==> config.mk <==
export PLATFORM = sky130hd
export DESIGN_NAME = spiking_neuron_core
export DESIGN_NICKNAME = d
export VERILOG_FILES = /design/src/rtl/neuron_pkg.sv /design/src/rtl/neuron_syn_table.sv /design/src/rtl/neuron_delay_ring.sv /design/src/rtl/neuron_soma.sv /design/src/rtl/spiking_neuron_core.sv
export SDC_FILE = /design/constraint.sdc
export NUM_CORES = 2
export LEC_CHECK = 0
export ABC_AREA = 1
export BUFFER_PORTS_ARGS = -buffer_cell sky130_fd_sc_hd__buf_2
export CAP_MARGIN = 5
export CORE_MARGIN = 2
export CORE_UTILIZATION = 25
export CTS_CLUSTER_DIAMETER = 40
export DETAILED_ROUTE_END_ITERATION = 8
export GPL_TIMING_DRIVEN = 0
export PLACE_DENSITY = 0.51
export REMOVE_ABC_BUFFERS = 1
export SLEW_MARGIN = 10
export SYNTH_ARGS = -nofsm -noshare
export SYNTH_HDL_FRONTEND = slang
export SYNTH_SLANG_ARGS = --single-unit
==> constraint.sdc <==
create_clock -name clk -period 7.6 [get_ports clk]
set_clock_uncertainty 0.2 [all_clocks]
set_input_delay 1.14 -clock clk [delete_from_list [all_inputs] [get_ports clk]]
set_output_delay 1.14 -clock clk [all_outputs]
set_load 0.01 [all_outputs]
==> src/rtl/neuron_pkg.sv <==
package neuron_pkg;
  // Default geometry of one neuron
  localparam int DEF_N_SYN  = 128;
  localparam int DEF_W_W    = 8;
  localparam int DEF_D_W    = 4;
  localparam int DEF_SLOT_W = 12;
  localparam int DEF_ACC_W  = 16;

  // Outcome of one time step in the soma
  typedef enum logic [1:0] {
    STEP_IDLE  = 2'd0,
    STEP_QUIET = 2'd1,
    STEP_FIRE  = 2'd2
  } step_kind_e;
endpackage

==> src/rtl/neuron_syn_table.sv <==
module neuron_syn_table #(
  parameter int N_SYN = 128,
  parameter int W_W   = 8,
  parameter int D_W   = 4,
  localparam int SYN_W = $clog2(N_SYN)
) (
  input  logic                  clk,
  input  logic                  rst_n,
  input  logic                  wr_en,
  input  logic [SYN_W-1:0]      wr_addr,
  input  logic signed [W_W-1:0] wr_weight,
  input  logic [D_W-1:0]        wr_delay,
  input  logic [SYN_W-1:0]      rd_addr,
  output logic signed [W_W-1:0] rd_weight,
  output logic [D_W-1:0]        rd_delay
);
  logic signed [W_W-1:0] wt_mem [N_SYN];
  logic [D_W-1:0]        dl_mem [N_SYN];

  for (genvar g = 0; g < N_SYN; g++) begin : g_entry
    always_ff @(posedge clk) begin
      if (!rst_n) begin
        wt_mem[g] <= '0;
        dl_mem[g] <= '0;
      end else if (wr_en && (wr_addr == SYN_W'(g))) begin
        wt_mem[g] <= wr_weight;
        dl_mem[g] <= wr_delay;
      end
    end
  end

  assign rd_weight = wt_mem[rd_addr];
  assign rd_delay  = dl_mem[rd_addr];

  AST_WRITE_LANDS: assert property (@(posedge clk) disable iff (!rst_n)
    wr_en |=> (wt_mem[$past(wr_addr)] == $past(wr_weight)) &&
              (dl_mem[$past(wr_addr)] == $past(wr_delay)));
endmodule

==> src/rtl/neuron_delay_ring.sv <==
module neuron_delay_ring #(
  parameter int W_W    = 8,
  parameter int D_W    = 4,
  parameter int SLOT_W = 12,
  localparam int N_SLOT = 1 << D_W
) (
  input  logic                     clk,
  input  logic                     rst_n,
  input  logic                     wr_en,
  input  logic [D_W-1:0]           wr_off,
  input  logic signed [W_W-1:0]    wr_val,
  input  logic                     step,
  output logic signed [SLOT_W-1:0] due_val
);
  localparam logic [SLOT_W:0] S_MAX = {2'b00, {(SLOT_W-1){1'b1}}};
  localparam logic [SLOT_W:0] S_MIN = {2'b11, {(SLOT_W-1){1'b0}}};

  logic signed [SLOT_W-1:0] slots [N_SLOT];
  logic [D_W-1:0]           ptr_q;
  logic [D_W-1:0]           wr_idx;

  // Target slot is relative to the slot consumed at the next step
  assign wr_idx  = ptr_q + wr_off;
  assign due_val = slots[ptr_q];

  always_ff @(posedge clk) begin
    if (!rst_n)    ptr_q <= '0;
    else if (step) ptr_q <= ptr_q + 1'b1;
  end

  for (genvar g = 0; g < N_SLOT; g++) begin : g_slot
    logic [SLOT_W:0]       sum;
    logic [SLOT_W-1:0]     clamped;
    always_comb begin
      sum = {slots[g][SLOT_W-1], slots[g]} +
            {{(SLOT_W+1-W_W){wr_val[W_W-1]}}, wr_val};
      if (sum[SLOT_W] != sum[SLOT_W-1])
        clamped = sum[SLOT_W] ? S_MIN[SLOT_W-1:0] : S_MAX[SLOT_W-1:0];
      else
        clamped = sum[SLOT_W-1:0];
    end
    always_ff @(posedge clk) begin
      if (!rst_n)
        slots[g] <= '0;
      else if (step && (ptr_q == D_W'(g)))
        slots[g] <= '0;
      else if (wr_en && (wr_idx == D_W'(g)))
        slots[g] <= $signed(clamped);
    end
  end

  AST_SLOT_CLEARED: assert property (@(posedge clk) disable iff (!rst_n)
    step |=> slots[$past(ptr_q)] == '0);
  AST_PTR_STEPS: assert property (@(posedge clk) disable iff (!rst_n)
    step |=> ptr_q == D_W'($past(ptr_q) + 1'b1));
  AST_PTR_HOLDS: assert property (@(posedge clk) disable iff (!rst_n)
    !step |=> $stable(ptr_q));
endmodule

==> src/rtl/neuron_soma.sv <==
module neuron_soma
  import neuron_pkg::*;
#(
  parameter int SLOT_W = 12,
  parameter int ACC_W  = 16
) (
  input  logic                     clk,
  input  logic                     rst_n,
  input  logic                     step,
  input  logic signed [SLOT_W-1:0] due_val,
  input  logic signed [ACC_W-1:0]  threshold,
  input  logic [3:0]               leak_shift,
  input  logic [ACC_W-1:0]         refr_boost,
  output logic signed [ACC_W-1:0]  membrane,
  output logic                     spike
);
  localparam logic [ACC_W-1:0] A_MAX = {1'b0, {(ACC_W-1){1'b1}}};
  localparam logic [ACC_W-1:0] A_MIN = {1'b1, {(ACC_W-1){1'b0}}};

  logic signed [ACC_W-1:0] acc_q, leaked, acc_new;
  logic [ACC_W-1:0]        refr_q, refr_half, refr_next;
  logic [ACC_W:0]          sum, rsum;
  logic signed [ACC_W+1:0] eff_thr, cand;
  logic                    fire;
  step_kind_e              kind;

  always_comb begin
    leaked  = acc_q - (acc_q >>> leak_shift);
    sum     = {leaked[ACC_W-1], leaked} +
              {{(ACC_W+1-SLOT_W){due_val[SLOT_W-1]}}, due_val};
    if (sum[ACC_W] != sum[ACC_W-1])
      acc_new = sum[ACC_W] ? $signed(A_MIN) : $signed(A_MAX);
    else
      acc_new = $signed(sum[ACC_W-1:0]);
    eff_thr = $signed({{2{threshold[ACC_W-1]}}, threshold}) +
              $signed({2'b00, refr_q});
    cand    = $signed({{2{acc_new[ACC_W-1]}}, acc_new});
    fire    = cand >= eff_thr;
    refr_half = refr_q >> 1;
    rsum      = {1'b0, refr_half} + {1'b0, refr_boost};
    if (fire) refr_next = rsum[ACC_W] ? '1 : rsum[ACC_W-1:0];
    else      refr_next = refr_half;
    if (!step)     kind = STEP_IDLE;
    else if (fire) kind = STEP_FIRE;
    else           kind = STEP_QUIET;
  end

  always_ff @(posedge clk) begin
    if (!rst_n) begin
      acc_q  <= '0;
      refr_q <= '0;
      spike  <= 1'b0;
    end else begin
      spike <= (kind == STEP_FIRE);
      case (kind)
        STEP_FIRE: begin
          acc_q  <= '0;
          refr_q <= refr_next;
        end
        STEP_QUIET: begin
          acc_q  <= acc_new;
          refr_q <= refr_next;
        end
        default: ;
      endcase
    end
  end

  assign membrane = acc_q;

  AST_IDLE_HOLD: assert property (@(posedge clk) disable iff (!rst_n)
    !step |=> $stable(acc_q) && $stable(refr_q));
  AST_SPIKE_CLEARS: assert property (@(posedge clk) disable iff (!rst_n)
    spike |-> acc_q == '0);
  AST_SPIKE_NEEDS_STEP: assert property (@(posedge clk) disable iff (!rst_n)
    spike |-> $past(step));
  AST_REFR_ARMED: assert property (@(posedge clk) disable iff (!rst_n)
    (spike && refr_boost != '0 && $stable(refr_boost)) |-> refr_q != '0);
endmodule

==> src/rtl/spiking_neuron_core.sv <==
module spiking_neuron_core
  import neuron_pkg::*;
#(
  parameter int N_SYN  = DEF_N_SYN,
  parameter int W_W    = DEF_W_W,
  parameter int D_W    = DEF_D_W,
  parameter int SLOT_W = DEF_SLOT_W,
  parameter int ACC_W  = DEF_ACC_W,
  localparam int SYN_W = $clog2(N_SYN)
) (
  input  logic             clk,
  input  logic             rst_n,
  input  logic             evt_valid,
  output logic             evt_ready,
  input  logic [SYN_W-1:0] evt_syn,
  input  logic             tick,
  input  logic             cfg_we,
  input  logic [SYN_W-1:0] cfg_addr,
  input  logic [W_W-1:0]   cfg_weight,
  input  logic [D_W-1:0]   cfg_delay,
  input  logic [ACC_W-1:0] threshold,
  input  logic [3:0]       leak_shift,
  input  logic [ACC_W-1:0] refr_boost,
  output logic             spike_o,
  output logic [ACC_W-1:0] membrane_o
);
  logic signed [W_W-1:0]    lk_weight;
  logic [D_W-1:0]           lk_delay;
  logic signed [SLOT_W-1:0] due_val;
  logic signed [ACC_W-1:0]  membrane;
  logic                     accept;

  // The ring is busy consuming a slot during a tick
  assign evt_ready = ~tick;
  assign accept    = evt_valid & evt_ready;

  neuron_syn_table #(.N_SYN(N_SYN), .W_W(W_W), .D_W(D_W)) i_table (
    .clk(clk), .rst_n(rst_n),
    .wr_en(cfg_we), .wr_addr(cfg_addr),
    .wr_weight($signed(cfg_weight)), .wr_delay(cfg_delay),
    .rd_addr(evt_syn), .rd_weight(lk_weight), .rd_delay(lk_delay)
  );

  neuron_delay_ring #(.W_W(W_W), .D_W(D_W), .SLOT_W(SLOT_W)) i_ring (
    .clk(clk), .rst_n(rst_n),
    .wr_en(accept), .wr_off(lk_delay), .wr_val(lk_weight),
    .step(tick), .due_val(due_val)
  );

  neuron_soma #(.SLOT_W(SLOT_W), .ACC_W(ACC_W)) i_soma (
    .clk(clk), .rst_n(rst_n),
    .step(tick), .due_val(due_val),
    .threshold($signed(threshold)), .leak_shift(leak_shift),
    .refr_boost(refr_boost),
    .membrane(membrane), .spike(spike_o)
  );

  assign membrane_o = membrane;

  AST_READY_DROPS: assert property (@(posedge clk) disable iff (!rst_n)
    tick |-> !evt_ready);
  AST_READY_IDLE: assert property (@(posedge clk) disable iff (!rst_n)
    !tick |-> evt_ready);
endmodule

==> reports/metrics.yaml <==
status: "finished, final reports clean"
synth_warnings: 0
worst_pin_slew_ns: 1.32
viasPerCell: 4.98
cts-buffers-inserted: 324
grt_usage_pct: 16.4
fill_cells: 38000
finalMaxSlewViolations: 0
clkSlewWorstSetupHoldPaths_ns: 0.04
fp.dieH_microns: 611
core_sq_um: 366000
combPwrFrac_pct: 22.8
cpMostUsedCell: "buf_16"
drive_above_1_share_pct: 10.1
yosys.area.top_type_share_pct: 56.3
holdBufCountCts: 0
finalSetupTns_ns: 0
arrival_ns: 7.71
syn_inst: 9861
async_flop_share_pct: 0
reg2reg_from: "i_soma.membrane[12]"
drt_iter0_drc: 7111
reg2regPathDepth: 43
setup_violations: 0
crit_type: "in -> reg"
grt_pass1_wl_mm: 466
grt_pass1_vias: 70000
power.share.clock_pct: 43.8
timing.critical_path.buf_inv: 9
die_area_sq_um: 373000
worstSetupPathDepth: 26
avgSynthCellArea_sq_um: 9.34
drv_cap: 0
clock_path_buffers: 4
swShare_pct: 31.0
cts_tree: "done"
synth-edff-count: 1728
antenna_found_initial: 18
synthTopCellsByArea: "edfxtp_1, nor2_1, o21ai_0, ha_1, nand2_1"
cp_slowest_stage_delay_ns: 0.48
clock_sink_count: 1769
initial_core_util_pct: 25.2
fp-row-count: 222
p_sw_mw: 10.6
vias: 73500
worstSkewPairLatency_ns: 0.92
cp_max_fo: 61
intPower_mw: 23.6
synthDistinctLibCells: 47
post-route-period-util_pct: 97.9
max_slew_margin_pct: 11.6
cp-startpoint: "evt_syn[0]"
synth_top_area_cell: "edfxtp_1"
ys_ff_latch: 1769
max-vdd-ir-drop_v: 0.000368
min_path_type: "reg -> reg"
layout.nets: 10000
period_minus_slack_ns: 7.44
p_seq_share_pct: 33.4
drcViolationCount: 0
path_delay_family: "simple AND/OR/NAND/NOR gates"
p_leak_nw: 40.9
grt_overflow_total: 0
avgRoutedWirePerCell_microns: 21.7
die_w_microns: 611
grt_start_max_net_pins: 138
htreeDepth: 5
antenna_left: 0
areaGrowthSynthToFinish_pct: 19.8
ios: 85
slowest_stage: "nand2_1"
ys.flop_type: "edfxtp_1"
cp.required_ns: 7.87
max_clock_freq_mhz: 134
hold_start: "i_soma.refr_q[0]"
hold_depth: 2
hpwlAfterDp_mm: 189
drt_wl_total_mm: 321
critPathLaunchType: "primary input"
hold_viol: 0
cts-root-buf: "clkbuf_16"
synth_area_sq_um: 92100
port_buffers: 84
final_util_pct: 30.1
yosysMostFrequentCell: "nor2_1"
first_pass_iters: 8
critPathCaptureType: "flip-flop"
gp_congestion: 0.845
ys_seq_area_share_pct: 57.2
synth_top_cells_by_count: "nor2_1, edfxtp_1, o21ai_0"
power_density_nw_per_um2: 310
[flip-flops by register name (all words and copies together) (netlist names), named ones only]
name             flops
i_table.wt_mem    1024
i_soma.spike         1
i_ring.slots       192
i_soma.membrane     16
i_ring.ptr_q         4
i_table.dl_mem     512
i_soma.refr_q       16
[per-layer routing]
layer | wire length, microns | up-vias | part of all wire (%) | global-route usage [%]
met4 | 12700 | 14 | 4.0 | 6.42
met5 | 97 | - | 0.030 | 0
met3 | 23800 | 604 | 7.4 | 2.47
met2 | 146000 | 2911 | 45 | 26.0
met1 | 139000 | 35800 | 43 | 22.5
li1 | - | 34100 | - | -
[worst reg2reg max path: cells and delay by family (launching register included)]
kind | cells | cell delay (ns)
compound gates | 12 | 1.68
fa+ha+maj | 5 | 1.45
xor+xnor | 2 | 0.38
simple gates | 19 | 2.04
flops | 1 | 0.43
buf+inv | 5 | 0.81
[kinds of logic (layout without fill, tap and decap cells)]
family,Yosys count,in the layout,synth area share [%]
flip-flops,1769,1769,57.2
other,0,4,0
XOR/XNOR,196,196,1.86
adder cells (fa/ha/maj),304,304,4.30
AND/OR/NAND/NOR,4159,4159,17.9
buffers and inverters,1155,1236,4.92
multiplexers,47,47,0.526
AO/OA/AOI/OAI,2231,2231,13.2
[power by group through the flow]
stage | clock network (mW) | logic (mW) | registers (mW)
after floorplan | 0 | 4.12 | 11.6
after global placement | 0 | 6.58 | 11.7
after detailed placement | 0 | 6.68 | 11.6
after global routing | 15.6 | 8.62 | 11.5
final | 15.0 | 7.81 | 11.4
after CTS | 15.1 | 7.47 | 11.4
[cells in the final DEF (no fill, tap or decap), types with 49 or more instances in the layout]
| master | Yosys | layout |
|---|---|---|
| o21ai_2 | 0 | 66 |
| o21ai_0 | 1233 | 1099 |
| a21oi_1 | 436 | 430 |
| nand2_1 | 864 | 830 |
| nor3_1 | 60 | 52 |
| nand3_1 | 457 | 448 |
| xnor2_1 | 58 | 57 |
| clkinv_1 | 7 | 49 |
| clkbuf_16 | 0 | 339 |
| bufinv_16 | 0 | 49 |
| inv_1 | 388 | 364 |
| xor2_1 | 138 | 137 |
| o21ai_1 | 10 | 74 |
| buf_2 | 90 | 77 |
| o221ai_1 | 69 | 68 |
| nor2_1 | 2690 | 2678 |
| o22ai_1 | 356 | 356 |
| buf_4 | 22 | 62 |
| ha_1 | 283 | 278 |
| edfxtp_1 | 1728 | 1728 |
[worst paths after layout]
check	to	slack, ns
worst max-delay path	i_ring.slots[8][9]	0.16
worst min-delay path	i_soma.refr_q[0]	0.29
worst max register to register	i_soma.membrane[13]	0.47
worst min register to register	i_soma.refr_q[0]	0.29
[what timing repair did]
| action | CTS | global route |
|---|---|---|
| endpoints found under the setup margin | 417 | 398 |
| pin swaps | 7 | 19 |
| setup buffers | 16 | 26 |
| gates resized for setup | 93 | 95 |
| cloned | 8 | 7 |
[through the flow]
stage	total power, mW	worst slack (ns)	instances	hold slack, ns	instance area [sq um]
2_1_floorplan	15.7	-3.56	9103	0.246	89000
3_3_place_gp	18.2	-52.03	14000	0.266	95500
3_5_place_dp	18.3	-2.74	14100	0.281	97800
4_1_cts	34.1	0.000339	14700	0.294	110000
5_1_grt	35.7	-0.0338	14800	0.338	110000
6_report	34.2	0.160	14800	0.289	110000
[cell type report]
cell class                      instances  area, sq um  share of cell area [%]
Tap cell                             4816         6030                    5.46
Timing Repair Buffer                  243         3050                    2.77
Timing Repair inverter                  2         10.0                 0.00907
Antenna cell                            4         10.0                 0.00907
Multi-Input combinational cell       6937        35700                    32.3
Inverter                              397         1660                    1.51
Clock inverter                        226         2710                    2.46
Clock buffer                          368         8470                    7.68
Sequential cell                      1769        52700                    47.8
No activity file was read; power rests on OpenSTA's default activity.
